### config.mk
export PLATFORM = sky130hd
export DESIGN_NAME = cs_track
export DESIGN_NICKNAME = d
export VERILOG_FILES = /design/src/rtl/cs_track_pkg.sv /design/src/rtl/cs_track_ctrl.sv /design/src/rtl/cs_track_dp.sv /design/src/rtl/cs_track.sv
export SDC_FILE = /design/constraint.sdc
export NUM_CORES = 1
export LEC_CHECK = 0
export BUFFER_PORTS_ARGS = -buffer_cell sky130_fd_sc_hd__buf_2
export CAP_MARGIN = 20
export CORE_ASPECT_RATIO = 1.5
export CORE_MARGIN = 3
export CORE_UTILIZATION = 56
export DETAILED_ROUTE_END_ITERATION = 7
export GPL_TIMING_DRIVEN = 1
export PLACE_DENSITY = 0.76
export SETUP_SLACK_MARGIN = 0.2
export SLEW_MARGIN = 5
export SYNTH_ARGS = -nofsm -noshare
export SYNTH_HDL_FRONTEND = slang
export SYNTH_SLANG_ARGS = --single-unit
### constraint.sdc
create_clock -name clk -period 2.35 [get_ports clk]
set_input_delay 0.3525 -clock clk [delete_from_list [all_inputs] [get_ports clk]]
set_output_delay 0.3525 -clock clk [all_outputs]
set_load 0.02 [all_outputs]
### src/rtl/cs_track_pkg.sv
`timescale 1ns/1ps
package cs_track_pkg;

  typedef enum logic [1:0] {
    ST_IDLE   = 2'd0,
    ST_ACTIVE = 2'd1,
    ST_DRAIN  = 2'd2
  } trackState_t;

  // strobes from control to datapath
  typedef struct packed {
    logic clear;     // empty both lists and flags this edge
    logic trackOn;   // record hits and filter invalidates this edge
    logic issueOne;  // emit the entry under the read pointer
    logic issueAll;  // emit a whole-cache writeback
    logic finish;    // end sequence complete, empty everything
  } trackStrobe_t;

endpackage

### src/rtl/cs_track_ctrl.sv
`timescale 1ns/1ps
module cs_track_ctrl
  import cs_track_pkg::*;
(
  input  logic         clk,
  input  logic         rstN,
  input  logic         regionStart,
  input  logic         regionEnd,
  input  logic         drainEmpty,
  input  logic         meOvf,
  output trackStrobe_t stb,
  output logic         inRegion
);

  trackState_t state, stateNxt;

  always_comb begin
    stb      = '0;
    stateNxt = state;
    unique case (state)
      ST_IDLE: begin
        if (regionStart) begin
          stb.clear   = 1'b1;
          stb.trackOn = 1'b1;
          stateNxt    = ST_ACTIVE;
        end
      end
      ST_ACTIVE: begin
        stb.trackOn = 1'b1;
        if (regionEnd) stateNxt = ST_DRAIN;
      end
      ST_DRAIN: begin
        if (!drainEmpty) begin
          if (meOvf) stb.issueAll = 1'b1;
          else       stb.issueOne = 1'b1;
        end else begin
          stb.finish = 1'b1;
          stateNxt   = ST_IDLE;
        end
      end
      default: stateNxt = ST_IDLE;
    endcase
  end

  always_ff @(posedge clk or negedge rstN) begin
    if (!rstN) state <= ST_IDLE;
    else       state <= stateNxt;
  end

  assign inRegion = (state == ST_ACTIVE);

endmodule

### src/rtl/cs_track_dp.sv
`timescale 1ns/1ps
module cs_track_dp
  import cs_track_pkg::*;
#(
  parameter int ME_DEPTH = 16,
  parameter int IE_DEPTH = 4,
  parameter int SET_W    = 6,
  parameter int WAY_W    = 2,
  parameter int TAG_W    = 20
) (
  input  logic             clk,
  input  logic             rstN,
  input  trackStrobe_t     stb,
  input  logic             wrHit,
  input  logic [SET_W-1:0] wrSet,
  input  logic [WAY_W-1:0] wrWay,
  input  logic             invReq,
  input  logic [TAG_W-1:0] invTag,
  output logic             drainEmpty,
  output logic             meOvf,
  output logic             ieOvf,
  output logic             wbValid,
  output logic             wbAll,
  output logic [SET_W-1:0] wbSet,
  output logic [WAY_W-1:0] wbWay,
  output logic             invValid,
  output logic [TAG_W-1:0] invTagOut,
  output logic             drainDone
);

  localparam int LOC_W    = SET_W + WAY_W;
  localparam int ME_CNT_W = $clog2(ME_DEPTH + 1);
  localparam int IE_CNT_W = $clog2(IE_DEPTH + 1);

  // ---------------- write list ----------------
  logic [LOC_W-1:0]    meLoc [ME_DEPTH];
  logic [ME_CNT_W-1:0] meCnt, meCntEff, rdPtr;
  logic [ME_DEPTH-1:0] meMatch;
  logic [LOC_W-1:0]    wrLoc, rdLoc;
  logic                meHit, meRec, meRoom, mePut;

  assign wrLoc = {wrSet, wrWay};

  for (genvar i = 0; i < ME_DEPTH; i++) begin : g_meCmp
    assign meMatch[i] = !stb.clear && (ME_CNT_W'(i) < meCnt) && (meLoc[i] == wrLoc);
  end

  assign meHit    = |meMatch;
  assign meCntEff = stb.clear ? '0 : meCnt;
  assign meRoom   = meCntEff < ME_CNT_W'(ME_DEPTH);
  assign meRec    = stb.trackOn && wrHit && !meHit;
  assign mePut    = meRec && meRoom;

  always_ff @(posedge clk or negedge rstN) begin
    if (!rstN) begin
      for (int i = 0; i < ME_DEPTH; i++) meLoc[i] <= '0;
    end else begin
      for (int i = 0; i < ME_DEPTH; i++)
        if (mePut && meCntEff == ME_CNT_W'(i)) meLoc[i] <= wrLoc;
    end
  end

  always_ff @(posedge clk or negedge rstN) begin
    if (!rstN)          meCnt <= '0;
    else if (stb.finish) meCnt <= '0;
    else if (mePut)     meCnt <= meCntEff + 1'b1;
    else if (stb.clear) meCnt <= '0;
  end

  always_ff @(posedge clk or negedge rstN) begin
    if (!rstN)                      meOvf <= 1'b0;
    else if (stb.finish || stb.clear) meOvf <= 1'b0;
    else if (meRec && !meRoom)      meOvf <= 1'b1;
  end

  always_ff @(posedge clk or negedge rstN) begin
    if (!rstN)             rdPtr <= '0;
    else if (stb.finish)   rdPtr <= '0;
    else if (stb.issueAll) rdPtr <= meCnt;
    else if (stb.issueOne) rdPtr <= rdPtr + 1'b1;
  end

  always_comb begin
    rdLoc = '0;
    for (int i = 0; i < ME_DEPTH; i++)
      if (rdPtr == ME_CNT_W'(i)) rdLoc = meLoc[i];
  end

  assign drainEmpty = (rdPtr == meCnt);

  // ---------------- invalidate list ----------------
  logic [TAG_W-1:0]    ieTag [IE_DEPTH];
  logic [IE_CNT_W-1:0] ieCnt, ieCntEff;
  logic [IE_DEPTH-1:0] ieMatch;
  logic                ieHit, ieRec, ieRoom, iePut, invPass;

  for (genvar j = 0; j < IE_DEPTH; j++) begin : g_ieCmp
    assign ieMatch[j] = !stb.clear && (IE_CNT_W'(j) < ieCnt) && (ieTag[j] == invTag);
  end

  assign ieHit    = |ieMatch;
  assign ieCntEff = stb.clear ? '0 : ieCnt;
  assign ieRoom   = ieCntEff < IE_CNT_W'(IE_DEPTH);
  assign ieRec    = stb.trackOn && invReq && !ieHit;
  assign iePut    = ieRec && ieRoom;
  assign invPass  = invReq && (!stb.trackOn || !ieHit);

  always_ff @(posedge clk or negedge rstN) begin
    if (!rstN) begin
      for (int j = 0; j < IE_DEPTH; j++) ieTag[j] <= '0;
    end else begin
      for (int j = 0; j < IE_DEPTH; j++)
        if (iePut && ieCntEff == IE_CNT_W'(j)) ieTag[j] <= invTag;
    end
  end

  always_ff @(posedge clk or negedge rstN) begin
    if (!rstN)          ieCnt <= '0;
    else if (stb.finish) ieCnt <= '0;
    else if (iePut)     ieCnt <= ieCntEff + 1'b1;
    else if (stb.clear) ieCnt <= '0;
  end

  always_ff @(posedge clk or negedge rstN) begin
    if (!rstN)                      ieOvf <= 1'b0;
    else if (stb.finish || stb.clear) ieOvf <= 1'b0;
    else if (ieRec && !ieRoom)      ieOvf <= 1'b1;
  end

  // ---------------- command registers ----------------
  always_ff @(posedge clk or negedge rstN) begin
    if (!rstN) begin
      wbValid   <= 1'b0;
      wbAll     <= 1'b0;
      wbSet     <= '0;
      wbWay     <= '0;
      invValid  <= 1'b0;
      invTagOut <= '0;
      drainDone <= 1'b0;
    end else begin
      wbValid        <= stb.issueOne;
      wbAll          <= stb.issueAll;
      {wbSet, wbWay} <= stb.issueOne ? rdLoc : '0;
      invValid       <= invPass;
      invTagOut      <= invPass ? invTag : '0;
      drainDone      <= stb.finish;
    end
  end

endmodule

### src/rtl/cs_track.sv
`timescale 1ns/1ps
module cs_track
  import cs_track_pkg::*;
#(
  parameter int ME_DEPTH = 16,
  parameter int IE_DEPTH = 4,
  parameter int SET_W    = 6,
  parameter int WAY_W    = 2,
  parameter int TAG_W    = 20
) (
  input  logic             clk,
  input  logic             rstN,
  input  logic             regionStart,
  input  logic             regionEnd,
  input  logic             wrHit,
  input  logic [SET_W-1:0] wrSet,
  input  logic [WAY_W-1:0] wrWay,
  input  logic             invReq,
  input  logic [TAG_W-1:0] invTag,
  output logic             wbValid,
  output logic             wbAll,
  output logic [SET_W-1:0] wbSet,
  output logic [WAY_W-1:0] wbWay,
  output logic             invValid,
  output logic [TAG_W-1:0] invTagOut,
  output logic             drainDone,
  output logic             inRegion,
  output logic             meOvf,
  output logic             ieOvf
);

  trackStrobe_t stb;
  logic         drainEmpty;

  cs_track_ctrl ctrl_i (
    .clk        (clk),
    .rstN       (rstN),
    .regionStart(regionStart),
    .regionEnd  (regionEnd),
    .drainEmpty (drainEmpty),
    .meOvf      (meOvf),
    .stb        (stb),
    .inRegion   (inRegion)
  );

  cs_track_dp #(
    .ME_DEPTH(ME_DEPTH),
    .IE_DEPTH(IE_DEPTH),
    .SET_W   (SET_W),
    .WAY_W   (WAY_W),
    .TAG_W   (TAG_W)
  ) dp_i (
    .clk       (clk),
    .rstN      (rstN),
    .stb       (stb),
    .wrHit     (wrHit),
    .wrSet     (wrSet),
    .wrWay     (wrWay),
    .invReq    (invReq),
    .invTag    (invTag),
    .drainEmpty(drainEmpty),
    .meOvf     (meOvf),
    .ieOvf     (ieOvf),
    .wbValid   (wbValid),
    .wbAll     (wbAll),
    .wbSet     (wbSet),
    .wbWay     (wbWay),
    .invValid  (invValid),
    .invTagOut (invTagOut),
    .drainDone (drainDone)
  );

endmodule

# [After elaboration in Yosys (flattened, before gate mapping)]
# Cells that the tools add are included.
[op_classes] n_addsub=3 order_cmp=22 n_eq_ne=59 n_mux=43 reduce_logical=87
[op_table] cell="$mux W8" count=17
[op_table] cell="$eq A8 B8 Y1" count=16
[op_table] cell="$eq A20 B20 Y1" count=4
[op_table] cell="$eq A5 B4 Y1 const B" count=16
[op_table] cell="$logic_and A1 B1 Y1" count=69
[op_table] cell="$eq A5 B3 Y1 const B" count=8
[op_table] cell="$lt A4 B5 Y1 const A" count=8
[op_table] cell="$mux W5" count=6
[op_table] cell="$eq A5 B2 Y1 const B" count=4
[op_table] cell="$lt A3 B5 Y1 const A" count=4
[op_table] cell="$mux W20" count=1
[op_table] cell="$reduce_or A16 Y1" count=1
[op_table] cell="$mux W3" count=4
[op_table] cell="$add A5 B1 Y5 const B" count=2
[op_table] cell="$eq A5 B1 Y1 const B" count=2
[op_table] cell="$logic_not A5 Y1" count=2
[op_table] cell="$lt A1 B5 Y1 const A" count=2
[op_table] cell="$lt A2 B5 Y1 const A" count=2
[op_table] cell="$mux W2" count=5
[op_table] cell="$mux W1" count=8
[op_table] cell="$eq A3 B2 Y1 const B" count=2
[op_table] cell="$logic_not A1 Y1" count=6
[op_table] cell="$lt A1 B3 Y1 const A" count=2
[op_table] cell="$lt A2 B3 Y1 const A" count=2
[op_table] cell="other kinds (18)" count=21
[totals] register_bits=257 inputBits=34 output_inout_bits=35 elab_cells=247

# [Logic depth before layout (Yosys ltp)]
[logic_depth] depth_word=18 mapped_depth=12 mapped_depth_nobuf=9

# [By module]
# Synthesis repeated with hierarchy kept, for this count alone.
[hier_totals] cells_unflattened=1276 hier_area_um2=14422.6
[modules_own_cells] mod="cs_track_dp" n_inst=1 cells_each=1264 area_each_um2=14301.2 seq_area_each_um2=6381.1
[modules_own_cells] mod="cs_track_ctrl" n_inst=1 cells_each=12 area_each_um2=121.4 seq_area_each_um2=50.0

# [Worst setup path before layout]
# OpenSTA, ideal clock, no wires.
[synth_timing] path_type="flip-flop to flip-flop" start="register ctrl_i.state[0]" end="register dp_i.meLoc[16] (netlist bit)" setup_time_ns=0.125 arrival_ns=2.398 required_ns=2.225 path_slack_ns=-0.173 stages_incl_launch_ff=13 path_buffers=3 synth_period_minus_slack_ns=2.523 cell_sequence="dfrtp_1 > nor2_1 > nand2_1 > clkbuf_1 > clkbuf_1 > nand2_1 > inv_1 > ha_1 > nor2b_1 > and3_1 > and3_1 > buf_2 > mux2_2"
[synth_via] elab_chain_len=10 elab_cells_between_ends=46 classes_between="1 x order compare; 2 x eq/ne; 3 x mux; 40 x reduce/logical"
[synth_lines] element="start, declared" line="cs_track_ctrl.sv:15" source="trackState_t state, stateNxt;"
[synth_lines] element="start signal, assigned" line="cs_track_ctrl.sv:47" source="else state <= stateNxt;"
[synth_lines] element="$logic_not A2 Y1" line="cs_track_ctrl.sv:20" source="unique case (state)"
[synth_lines] element="$mux W1" line="cs_track_ctrl.sv:20"
[synth_lines] element="$logic_not A1 Y1" line="cs_track_dp.sv:45" source="assign meMatch[i] = !stb.clear && (ME_CNT_W'(i) < meCnt) && (meLoc[i] == wrLoc);"
[synth_lines] element="$logic_and A1 B1 Y1 (2 in series)" line="cs_track_dp.sv:45"
[synth_lines] element="$reduce_or A16 Y1" line="cs_track_dp.sv:48" source="assign meHit = |meMatch;"
[synth_lines] element="$logic_not A1 Y1" line="cs_track_dp.sv:51" source="assign meRec = stb.trackOn && wrHit && !meHit;"
[synth_lines] element="$logic_and A1 B1 Y1" line="cs_track_dp.sv:51"
[synth_lines] element="$logic_and A1 B1 Y1" line="cs_track_dp.sv:52" source="assign mePut = meRec && meRoom;"
[synth_lines] element="$logic_and A1 B1 Y1 (*)" line="cs_track_dp.sv:59" source="if (mePut && meCntEff == ME_CNT_W'(i)) meLoc[i] <= wrLoc;"
[synth_lines] element="end signal, assigned by index" line="cs_track_dp.sv:59"
[synth_lines] element="end, declared" line="cs_track_dp.sv:36" source="logic [LOC_W-1:0] meLoc [ME_DEPTH];"
# Mark *: on every way between the ends. The rest lies on a longest branch, timed or not.
# A chain may end at the register's enable or synchronous reset.

# [Final worst setup path]
[layout_timing] start="register dp_i.meLoc[60] (netlist bit)" end="register dp_i.meLoc[91] (netlist bit)"
[layout_via] elab_chain_len=7
[layout_lines] element="$eq A8 B8 Y1" line="cs_track_dp.sv:45"
[layout_lines] element="$logic_and A1 B1 Y1" line="cs_track_dp.sv:45"
[layout_lines] element="$reduce_or A16 Y1" line="cs_track_dp.sv:48"
[layout_lines] element="$logic_not A1 Y1" line="cs_track_dp.sv:51"
[layout_lines] element="$logic_and A1 B1 Y1" line="cs_track_dp.sv:51"
[layout_lines] element="$logic_and A1 B1 Y1" line="cs_track_dp.sv:52"
[layout_lines] element="$logic_and A1 B1 Y1" line="cs_track_dp.sv:59"
# Every way passes these cells.

==> summary.txt <==
Run status
  – Outcome: complete, but fails checks
  – Failing checks: setup timing

Layout
  – Synth-to-Final Area Change: 38.71%
  – Layout cells sized above 1: 50.74%
  – Fin area: 0.01986 mm^2
  – Core Util, Final: 78.98%
  – ANT cells: 0
  – Layout Nets: 1660
  – Layout Cells excl Fill: 1958
  – Commonest non-fill, non-tap cells in the layout: 308 x buf_4, 253 x dfrtp_1, 193 x xor2_1
  – Commonest non-fill, non-tap cell in the layout: buf_4

Critical path
  – Startpoint types: flip-flop
  – FF-to-FF path depth: 10
  – CP max stage delay: 800 ps
  – Crit path DAT: 3350 ps
  – CP max-delay cell: nor4_1
  – Cell chain of the critical path: xor2_1, nor4_1, nand3_1, nand3_4, nor4_4, buf_6, buf_6, buf_16, nand3_4, mux2_2
  – CP Capture Type: flip-flop
  – CP max FO: 8
  – R2r setup slk: -560 ps
  – Crit Path Class: reg -> reg
  – Worst EP required: 2790 ps

Floorplanning
  – Die X: 136.5 um
  – Starting Density: 56.94%
  – IO Pins: 69
  – Core ar.: 0.02514 mm^2
  – Die area: 0.02756 mm^2
  – Cell Rows: 71
  – Die H: 201.8 um

STA
  – Min Hold Slack: 64.97 ps
  – F_max: 343.5 MHz
  – RSZ-0062 raised after global routing: yes
  – Worst Max-Slew Pin Slew: 910.4 ps
  – Final Max Slew Viols: 0
  – Fin crit period: 2911 ps
  – Setup ws final: -561.0 ps
  – Relative slew slack: 38.74%
  – # setup viols final: 223
  – Clock Skews: 11.65 ps
  – Fin crit share: 123.9%
  – Hold Fails Final Rpt: 0

Synthesis
  – Synthesized area: 0.01431 mm^2
  – Sequential share of the synthesized area: 44.93%
  – #FFs+latches synth: 257
  – Cell taking the most area after synthesis: dfrtp_1
  – Synth top area cells: dfrtp_1 45%, mux2_2 16%, xor2_1 12%
  – Post-synth EDFFs: 0
  – Avg Cell Area, Syn: 11.44 um^2
  – Warnings, synthesis: 0
  – Synth async-reset ratio: 100.0%
  – Syn_nets: 1300
  – Post-synth top flop: dfrtp_1
  – Post-synthesis cell count: 1251
  – Post-synthesis cell type count: 63
  – Top cell type's share of synthesized area: 44.93%

Global route
  – First-pass GRT wire length: 70710 um
  – Met1 Use GR: 35.40%
  – GRT overflow: 0
  – Vias in the first global route: 12600
  – Busiest grt layer: met2
  – Met3 Use GR: 5.403%
  – M2 GR Usage: 58.92%
  – Tot GR Track Use: 33.49%
  – Largest net degree at the start of global routing: 66
  – Initial antenna violation count: 0

Route
  – Initial DRT Pass Iterations: 6
  – DR vias/cell: 6.183
  – Avg WL per Cell: 25.42 um
  – DRT antenna net count: 0
  – DRC violations left: 0
  – Total vias in the final route: 12110
  – WL final: 49760 um
  – 1st-iter DRT viols: 952

Power
  – Leak pwr: 9.797 nW
  – Pwr dens: 1059 mW/mm^2
  – Worst VDD drop: 0.8313 mV

Worst hold path
  – Hold Crit Depth: 3
  – HP Class: in -> reg

Clocking
  – CTS buffer count: 26
  – Clock Latency Late Sink: 560 ps
  – H-tree depth: 1
  – CTS root buffer: clkbuf_16
  – Clk buf depth: 3
  – CTS tree: yes
  – CTS Sinks: 257
  – CTS clk-pin slew, worst paths: 70 ps

Placement
  – Detailed placement HPWL: 32600 um
  – Routability cong.: 1.093
  – PortBufs: 68
  – DP Area: 0.01731 mm^2
  – Post-placement cell count: 1858

Flow run
  – Max_cap viols: 0
[state kept, by name, summed over array words and instances (netlist names)]
signal	count
dp_i.invTagOut	20
dp_i.meLoc	128
dp_i.ieCnt	3
dp_i.wbSet	6
ctrl_i.state	2
dp_i.meOvf	1
dp_i.wbAll	1
dp_i.wbValid	1
dp_i.invValid	1
dp_i.ieTag	80
dp_i.ieOvf	1
dp_i.drainDone	1
dp_i.wbWay	2
dp_i.meCnt	5
dp_i.rdPtr	5
[cell usage after synthesis (4+ instances only)]
master,n
mux2_1,4
nand2b_1,5
a31oi_1,10
ha_1,15
a32oi_1,8
nand3_1,18
nand4_1,10
o211ai_1,4
inv_1,13
xor2_1,193
mux2i_1,5
a221oi_1,10
nor2_1,30
nand2_1,54
nor4bb_1,4
o221ai_1,11
buf_6,12
o21ai_0,24
nor4_1,55
nand4bb_1,4
nand4_2,4
nor3b_1,5
nor3_1,17
dfrtp_1,257
and2_1,24
a211oi_1,9
mux2_2,207
buf_4,15
and3_1,21
buf_2,35
clkbuf_1,36
o22ai_1,10
xnor2_1,21
a21oi_1,36
nand3_4,8
nor2b_1,13
[report_power, final]
part	total [mW]	switching, mW	internal [mW]
Clock	5.04	1.83	3.21
Sequential	6.64	0.996	5.65
Combinational	9.34	4.72	4.62
[kinds of logic (layout without fill, tap and decap cells)]
family | after synthesis | in the layout | share of synthesized area, %
buffers and inverters | 113 | 492 | 4.370
AND/OR/NAND/NOR | 293 | 293 | 12.64
XOR/XNOR | 214 | 214 | 13.09
AO/OA/AOI/OAI | 143 | 143 | 6.713
flip-flops | 257 | 257 | 44.93
adder cells (fa/ha/maj) | 15 | 15 | 1.311
multiplexers | 216 | 216 | 16.95
[routing by layer]
metal / vias to the layer above / routed length, um
li1: 5166 / -
met3: 290 / 3142
met5: - / 0
met4: 0 / 5157
met2: 603 / 24990
met1: 6048 / 16470
[worst paths after layout]
path,startpoint,to
worst max-delay path,dp_i.meLoc[60],dp_i.meLoc[91]
worst min-delay path,regionEnd,ctrl_i.state[1]
worst max register to register,dp_i.meLoc[60],dp_i.meLoc[91]
worst min register to register,dp_i.ieTag[68],dp_i.ieTag[68]
max in group asynchronous,rstN,dp_i.meLoc[26]
min in group asynchronous,rstN,dp_i.meLoc[96]
[per-stage QoR]
stage	setup TNS, ps	power (mW)	worst slack, ps
after global placement	-116330	13.63	-669.8
after detailed placement	-124730	13.87	-705.3
final	-81830	21.03	-561.0
after global routing	-103830	21.77	-659.8
after floorplan	0	10.71	11.69
after CTS	-42390	19.79	-246.8
[cell type report]
type                       instances  area [um^2]
multi-input combinational        881         8374
sequential                       257         6436
fill                            1400         5284
timing repair buffer             432         3546
clock buffer                      34        742.0
tap                              328        410.4
clock inverter                    13        296.5
inverter                          13        51.30
[critical path, delay by kind of cell, from the launching register on]
kind / cells / cell delay, ps
XOR/XNOR: 1 / 190
multiplexers: 1 / 360
buffers and inverters: 3 / 390
flip-flops: 1 / 440
AND/OR/NAND/NOR: 5 / 1400
[repair_timing]
| action | 4_1_cts | 5_1_grt |
|---|---|---|
| hold endpoints to repair | 50 | 0 |
| pin swaps | 39 | 35 |
| setup endpoints to repair | 247 | 247 |
| gates cloned | 3 | 0 |
| setup buffers | 24 | 25 |
| hold buffers | 1 | 0 |
| gates resized for setup | 117 | 108 |
(Power assumes the default switching activity.)
